## config.mk

```make
export PLATFORM = sky130hd
export DESIGN_NAME = orx_receiver
export DESIGN_NICKNAME = d
export VERILOG_FILES = /design/src/rtl/orx_pkg.sv /design/src/rtl/orx_sampler.sv /design/src/rtl/orx_framer.sv /design/src/rtl/orx_holdbuf.sv /design/src/rtl/orx_receiver.sv
export SDC_FILE = /design/constraint.sdc
export NUM_CORES = 1
export LEC_CHECK = 0
export BUFFER_PORTS_ARGS = -buffer_cell sky130_fd_sc_hd__buf_2
export CAP_MARGIN = 20
export CORE_MARGIN = 3
export CORE_UTILIZATION = 35
export DETAILED_ROUTE_END_ITERATION = 8
export SLEW_MARGIN = 20
export SYNTH_ARGS = -nofsm -noshare
export SYNTH_HDL_FRONTEND = slang
export SYNTH_SLANG_ARGS = --single-unit
export TNS_END_PERCENT = 100
```

## constraint.sdc

```tcl
create_clock -name clk -period 1.6 [get_ports clk]
set_input_delay 0.16 -clock clk [delete_from_list [all_inputs] [get_ports clk]]
set_output_delay 0.16 -clock clk [all_outputs]
set_load 0.005 [all_outputs]
```

## src/rtl/orx_pkg.sv

```systemverilog
package orx_pkg;
    typedef enum logic [1:0] {
        ST_IDLE  = 2'd0,
        ST_START = 2'd1,
        ST_DATA  = 2'd2,
        ST_STOP  = 2'd3
    } orx_state_e;
endpackage

```

## src/rtl/orx_sampler.sv

```systemverilog
module orx_sampler #(
    parameter int CNT_W = 4
) (
    input  logic             clk,
    input  logic             rst_n,
    input  logic             os_tick,
    input  logic             rxd,
    input  logic             active,
    input  logic [CNT_W-1:0] phase,
    output logic             vote
);
    localparam int OSR = 1 << CNT_W;
    localparam logic [CNT_W-1:0] SMP_A = CNT_W'(OSR / 2 - 2);
    localparam logic [CNT_W-1:0] SMP_B = CNT_W'(OSR / 2 - 1);

    typedef struct packed {
        logic s_a;
        logic s_b;
    } smp_t;

    smp_t q_q, q_d;

    always_comb begin
        q_d = q_q;
        if (os_tick && active) begin
            if (phase == SMP_A) q_d.s_a = rxd;
            if (phase == SMP_B) q_d.s_b = rxd;
        end
    end

    // two stored samples plus the live third one
    assign vote = (q_q.s_a & q_q.s_b) | (q_q.s_a & rxd) | (q_q.s_b & rxd);

    always_ff @(posedge clk or negedge rst_n) begin
        if (!rst_n) q_q <= '1;
        else        q_q <= q_d;
    end
endmodule

```

## src/rtl/orx_framer.sv

```systemverilog
module orx_framer
    import orx_pkg::*;
#(
    parameter int CNT_W     = 4,
    parameter int DATA_BITS = 8
) (
    input  logic                 clk,
    input  logic                 rst_n,
    input  logic                 os_tick,
    input  logic                 rxd,
    input  logic                 vote,
    output logic                 active,
    output logic [CNT_W-1:0]     phase,
    output logic                 xfer,
    output logic [DATA_BITS-1:0] xfer_data
);
    localparam int OSR   = 1 << CNT_W;
    localparam int IDX_W = (DATA_BITS > 1) ? $clog2(DATA_BITS) : 1;
    localparam logic [CNT_W-1:0] SMP_C    = CNT_W'(OSR / 2);
    localparam logic [CNT_W-1:0] LAST_PH  = CNT_W'(OSR - 1);
    localparam logic [IDX_W-1:0] LAST_BIT = IDX_W'(DATA_BITS - 1);

    typedef struct packed {
        orx_state_e           state;
        logic [CNT_W-1:0]     cnt;
        logic [IDX_W-1:0]     idx;
        logic [DATA_BITS-1:0] sreg;
        logic                 prev;
    } frm_t;

    frm_t q_q, q_d;

    always_comb begin
        q_d  = q_q;
        xfer = 1'b0;
        if (os_tick) begin
            q_d.prev = rxd;
            q_d.cnt  = q_q.cnt + 1'b1;
            case (q_q.state)
                ST_IDLE: begin
                    q_d.cnt = CNT_W'(1);
                    if (q_q.prev && !rxd) q_d.state = ST_START;
                end
                ST_START: begin
                    if (q_q.cnt == SMP_C && vote) begin
                        q_d.state = ST_IDLE;
                    end else if (q_q.cnt == LAST_PH) begin
                        q_d.state = ST_DATA;
                        q_d.idx   = '0;
                    end
                end
                ST_DATA: begin
                    if (q_q.cnt == SMP_C)
                        q_d.sreg = {vote, q_q.sreg[DATA_BITS-1:1]};
                    if (q_q.cnt == LAST_PH) begin
                        if (q_q.idx == LAST_BIT) q_d.state = ST_STOP;
                        else                     q_d.idx   = q_q.idx + 1'b1;
                    end
                end
                ST_STOP: begin
                    if (q_q.cnt == SMP_C) begin
                        q_d.state = ST_IDLE;
                        xfer      = vote;
                    end
                end
                default: q_d.state = ST_IDLE;
            endcase
        end
    end

    assign active    = (q_q.state != ST_IDLE);
    assign phase     = q_q.cnt;
    assign xfer_data = q_q.sreg;

    always_ff @(posedge clk or negedge rst_n) begin
        if (!rst_n) begin
            q_q       <= '0;
            q_q.state <= ST_IDLE;
        end else begin
            q_q <= q_d;
        end
    end

    // nothing in the bit timing moves without a sample pulse
    a_r1_quiet_between_ticks: assert property (@(posedge clk) disable iff (!rst_n)
        !os_tick |=> ($stable(q_q.cnt) && $stable(q_q.state)));

    // a transfer comes only from the stop state
    a_r4_xfer_from_stop: assert property (@(posedge clk) disable iff (!rst_n)
        xfer |=> (q_q.state == ST_IDLE));
endmodule

```

## src/rtl/orx_holdbuf.sv

```systemverilog
module orx_holdbuf #(
    parameter int DATA_BITS = 8
) (
    input  logic                 clk,
    input  logic                 rst_n,
    input  logic                 xfer,
    input  logic [DATA_BITS-1:0] xfer_data,
    input  logic                 fifo_mode,
    input  logic                 rd_strobe,
    output logic [DATA_BITS-1:0] rx_data,
    output logic                 rx_full,
    output logic                 fifo_push,
    output logic                 rx_irq,
    output logic                 overrun
);
    typedef struct packed {
        logic [DATA_BITS-1:0] data;
        logic                 full;
        logic                 push;
        logic                 irq;
        logic                 ovr;
    } hb_t;

    hb_t q_q, q_d;

    always_comb begin
        q_d      = q_q;
        q_d.push = 1'b0;
        q_d.irq  = 1'b0;
        if (rd_strobe) begin
            q_d.full = 1'b0;
            q_d.ovr  = 1'b0;
        end
        if (xfer) begin
            q_d.data = xfer_data;
            if (fifo_mode) begin
                q_d.push = 1'b1;
                q_d.full = 1'b0;
            end else begin
                q_d.full = 1'b1;
                q_d.irq  = 1'b1;
                if (q_q.full && !rd_strobe) q_d.ovr = 1'b1;
            end
        end
    end

    assign rx_data   = q_q.data;
    assign rx_full   = q_q.full;
    assign fifo_push = q_q.push;
    assign rx_irq    = q_q.irq;
    assign overrun   = q_q.ovr;

    always_ff @(posedge clk or negedge rst_n) begin
        if (!rst_n) q_q <= '0;
        else        q_q <= q_d;
    end

    // interrupt only while the buffer reports full
    a_r6_irq_with_full: assert property (@(posedge clk) disable iff (!rst_n)
        rx_irq |-> rx_full);

    // a FIFO hand-off never leaves the full flag set
    a_r7_push_not_full: assert property (@(posedge clk) disable iff (!rst_n)
        fifo_push |-> !rx_full);

    // overrun can only appear on a full buffer
    a_r9_overrun_on_full: assert property (@(posedge clk) disable iff (!rst_n)
        $rose(overrun) |-> rx_full);

    // a read with no new character releases the buffer
    a_r8_read_releases: assert property (@(posedge clk) disable iff (!rst_n)
        (rd_strobe && !xfer) |=> (!rx_full && !overrun));
endmodule

```

## src/rtl/orx_receiver.sv

```systemverilog
module orx_receiver #(
    parameter int CNT_W     = 4,
    parameter int DATA_BITS = 8
) (
    input  logic                 clk,
    input  logic                 rst_n,
    input  logic                 rxd,
    input  logic                 os_tick,
    input  logic                 fifo_mode,
    input  logic                 rd_strobe,
    output logic [DATA_BITS-1:0] rx_data,
    output logic                 rx_full,
    output logic                 fifo_push,
    output logic                 rx_irq,
    output logic                 overrun
);
    logic                 active;
    logic [CNT_W-1:0]     phase;
    logic                 vote;
    logic                 xfer;
    logic [DATA_BITS-1:0] xfer_data;

    orx_sampler #(.CNT_W(CNT_W)) u_sampler (
        .clk     (clk),
        .rst_n   (rst_n),
        .os_tick (os_tick),
        .rxd     (rxd),
        .active  (active),
        .phase   (phase),
        .vote    (vote)
    );

    orx_framer #(.CNT_W(CNT_W), .DATA_BITS(DATA_BITS)) u_framer (
        .clk       (clk),
        .rst_n     (rst_n),
        .os_tick   (os_tick),
        .rxd       (rxd),
        .vote      (vote),
        .active    (active),
        .phase     (phase),
        .xfer      (xfer),
        .xfer_data (xfer_data)
    );

    orx_holdbuf #(.DATA_BITS(DATA_BITS)) u_holdbuf (
        .clk       (clk),
        .rst_n     (rst_n),
        .xfer      (xfer),
        .xfer_data (xfer_data),
        .fifo_mode (fifo_mode),
        .rd_strobe (rd_strobe),
        .rx_data   (rx_data),
        .rx_full   (rx_full),
        .fifo_push (fifo_push),
        .rx_irq    (rx_irq),
        .overrun   (overrun)
    );

    // a character can only complete on a sample pulse
    a_r1_xfer_on_tick: assert property (@(posedge clk) disable iff (!rst_n)
        xfer |-> os_tick);

    // push and interrupt are mutually exclusive
    a_r7_push_xor_irq: assert property (@(posedge clk) disable iff (!rst_n)
        $onehot0({fifo_push, rx_irq}));
endmodule

```

==> metrics.txt <==
Yosys reg bits=32; delay-heaviest family, CP=simple AND/OR/NAND/NOR gates; Die Area=5270 µm²; die width=72.6 µm; Synth Net Count=137; Die Ht=72.6 µm; Cell Chain, Critical Path=inv_2, ha_4, and3b_2, and2_4, nand3_4, mux2_4; n_diodes=0; CP Data Arrival Time=1.76 ns; Initial DRT Pass Iterations=4; HP Class=in -> reg; num ports=18; Power Internal=1.85 mW; PD cells=1350 nW/µm²; sequential area share after synthesis=51.8%; fin crit period=1.58 ns; largest net degree at the start of global routing=33; Sw Ratio=30.2%; 1st-iter DRT viols=57; Critical-path top delay cell=dfrtp_1; vias per inst=4.75; share of layout cells above drive strength 1=48.8%; Max Used Layer=met4; worst setup path class=reg -> reg; post-layout net count=174; IO Port Bufs=17; fmax=0.631 GHz; initial core utilization=37.4%; hold violation total from the final report=0; setup violators final=0; Top FF cell, synth=dfrtp_1; fin crit share=99.0%; post-route ant nets=0; Gate Count Post-Synth=122; core area=4140 µm²; Setup crit end kind=flop; GRT overflow=0; min setup slack post-route=0.0164 ns; Comb pwr share=32.8%; Vias=997; Post-synth EDFFs=0; cell count of the worst reg-to-reg path=6; post-synth cell types=32; slowest stage delay, CP=0.41 ns; Slew @ Worst Pin=0.697 ns; Synth Cell Area=1550 µm²; clk_skew=0.00546 ns; metal1 wirelength=1.24 mm; Worst path depth=6; Slew Limit Fails=0; Post-Layout Cell Count=210; Flop pwr share=38.6%; total CTS buffers=5; Clock transition at path regs=0.07 ns; met3 WL post-DR=121 µm; outcome=complete, no violations; Post-Syn Area per Cell=12.7 µm²; clock share of power=28.6%; Rel. slew slack=53.5%; Critical Path Source Type=flop; Crit path buffers/inverters=1; Max IR drop VDD=887 µV; crit path max fanout=6; Placement Setup Slack=-0.0455 ns; final hold slack=0.0682 ns; routed len/inst=13.2 µm; Clock Sinks=32; H-tree levels=2; number of global-route vias before repair=1046; RSZ-0062 raised after global routing=yes; GRT Util Overall=12.0%; Core Rows=23; initial antenna violation count=0; GPL Wtd Cong=0.801; CTS tree=built; Area Growth Syn to Fin=26.3%; wire length of the first global-routing pass=4.80 mm; P_sw=801 µW; clk buf depth=2; Detail Placement HPWL=1.90 mm; ys async rst share=100%; Inst Count DP=194; # DRC=0; Clk Latency, worst-skew pair=0.28 ns; Hold Path Stages=2; Lkg Pwr=1.02 nW; WL final=2.77 mm; WL met2=1.36 mm; CTS root buffer=clkbuf_8; Max-Cap Viols=0; Syn. warnings=0; setup TNS=0 ns; Worst EP required=1.77 ns
-- per-layer routing --
metal  up-vias  global-route usage (%)
li1        496                       -
met1       478                    14.3
met2        16                    19.0
met3         7                    4.27
met4         0                    5.94
met5         -                       0
-- cells by family after synthesis --
family,share of synthesized area (%)
AO/OA/AOI/OAI,6.05
adder cells (fa/ha/maj),7.90
buffers and inverters,4.44
flip-flops,51.8
multiplexers,18.5
AND/OR/NAND/NOR,11.3
-- cells in the mapped netlist (2+ instances only) --
cell type,n,area [µm²]
inv_1,11,41.3
buf_6,2,22.5
nor2b_1,3,18.8
mux2i_1,4,40.0
and3_2,2,15.0
ha_1,9,113
nand4_1,2,12.5
mux2_2,14,158
nand2_1,9,33.8
nand3_1,2,10.0
nor2_1,4,15.0
o21ai_0,4,20.0
a21oi_1,2,10.0
dfstp_2,2,52.6
dfrtp_1,30,751
mux2_4,6,90.1
-- timing repair --
item	CTS	global route
resized for setup	6	5
setup buffers	2	4
hold buffers	1	0
hold endpoints to repair	30	0
endpoints found under the setup margin	18	24
gates cloned	1	0
pin swaps	1	0
-- final timing paths --
kind	from	to	slack, ns
setup / recovery	u_framer.phase[1]$_DFFE_PN0P_	u_holdbuf.rx_data[4]$_DFFE_PN0P_	0.02
hold / removal	rd_strobe	u_holdbuf.overrun$_DFF_PN0_	0.07
setup reg to reg	u_framer.phase[1]$_DFFE_PN0P_	u_holdbuf.rx_data[4]$_DFFE_PN0P_	0.02
hold reg to reg	u_framer.q_q[0]$_DFFE_PN0P_	u_framer.q_q[0]$_DFFE_PN0P_	0.50
max in group asynchronous	rst_n	u_framer.phase[0]$_DFFE_PN0P_	0.69
min in group asynchronous	rst_n	u_holdbuf.rx_data[3]$_DFFE_PN0P_	0.46
-- cell type report --
| type | instances | area [µm²] |
|---|---|---|
| clock inverter | 2 | 35.0 |
| timing repair buffer | 32 | 200 |
| fill | 398 | 2180 |
| sequential | 32 | 803 |
| inverter | 11 | 41.3 |
| multi-input combinational | 77 | 744 |
| clock buffer | 6 | 72.6 |
| tap | 50 | 62.6 |
-- power groups by stage --
| stage | registers (mW) | clock network, mW | logic, mW |
|---|---|---|---|
| CTS | 1.02 | 0.781 | 0.773 |
| finish | 1.02 | 0.759 | 0.867 |
| floorplan | 1.02 | 0 | 0.458 |
| global placement | 1.03 | 0 | 0.671 |
| detailed placement | 1.03 | 0 | 0.700 |
| global route | 1.04 | 0.814 | 0.974 |
-- registers in the layout (all words and copies together) (netlist names), named ones only --
signal and count:
u_framer.phase 4, u_holdbuf.rx_data 8, u_holdbuf.rx_full 1, u_framer.xfer_data 8, u_framer.q_q 5, u_sampler.q_q 2, u_holdbuf.overrun 1, u_holdbuf.fifo_push 1
u_holdbuf.rx_irq 1
-- per-stage QoR --
step / utilization, % / instance area, µm² / power [mW]
5_1_grt: 47.3 / 1960 / 2.83
3_3_place_gp: 41.9 / 1740 / 1.70
2_1_floorplan: - / 1560 / 1.48
3_5_place_dp: 41.9 / 1740 / 1.74
6_report: 47.3 / 1960 / 2.65
4_1_cts: 46.0 / 1910 / 2.57
-- cells in the final DEF (no fill, tap or decap), drive strengths merged --
master and count:
clkinv 1, dfrtp 30, and2 2, o21ai 4, mux2 20, dfstp 2, nor3b 1, nand4 2
bufinv 1, o221a 1, and3 3, and3b 1, a211o 1, inv 11, a2bb2oi 1, o32ai 1
maj3 1, nor2b 3, a22o 1, dlygate4sd3 1, nand3 4, buf 31, nand2b 1, a21oi 2
clkbuf 6, ha 9, mux2i 4, nor2 4, o2bb2ai 1, nand2 10
Power figures use the tool's default switching activity.
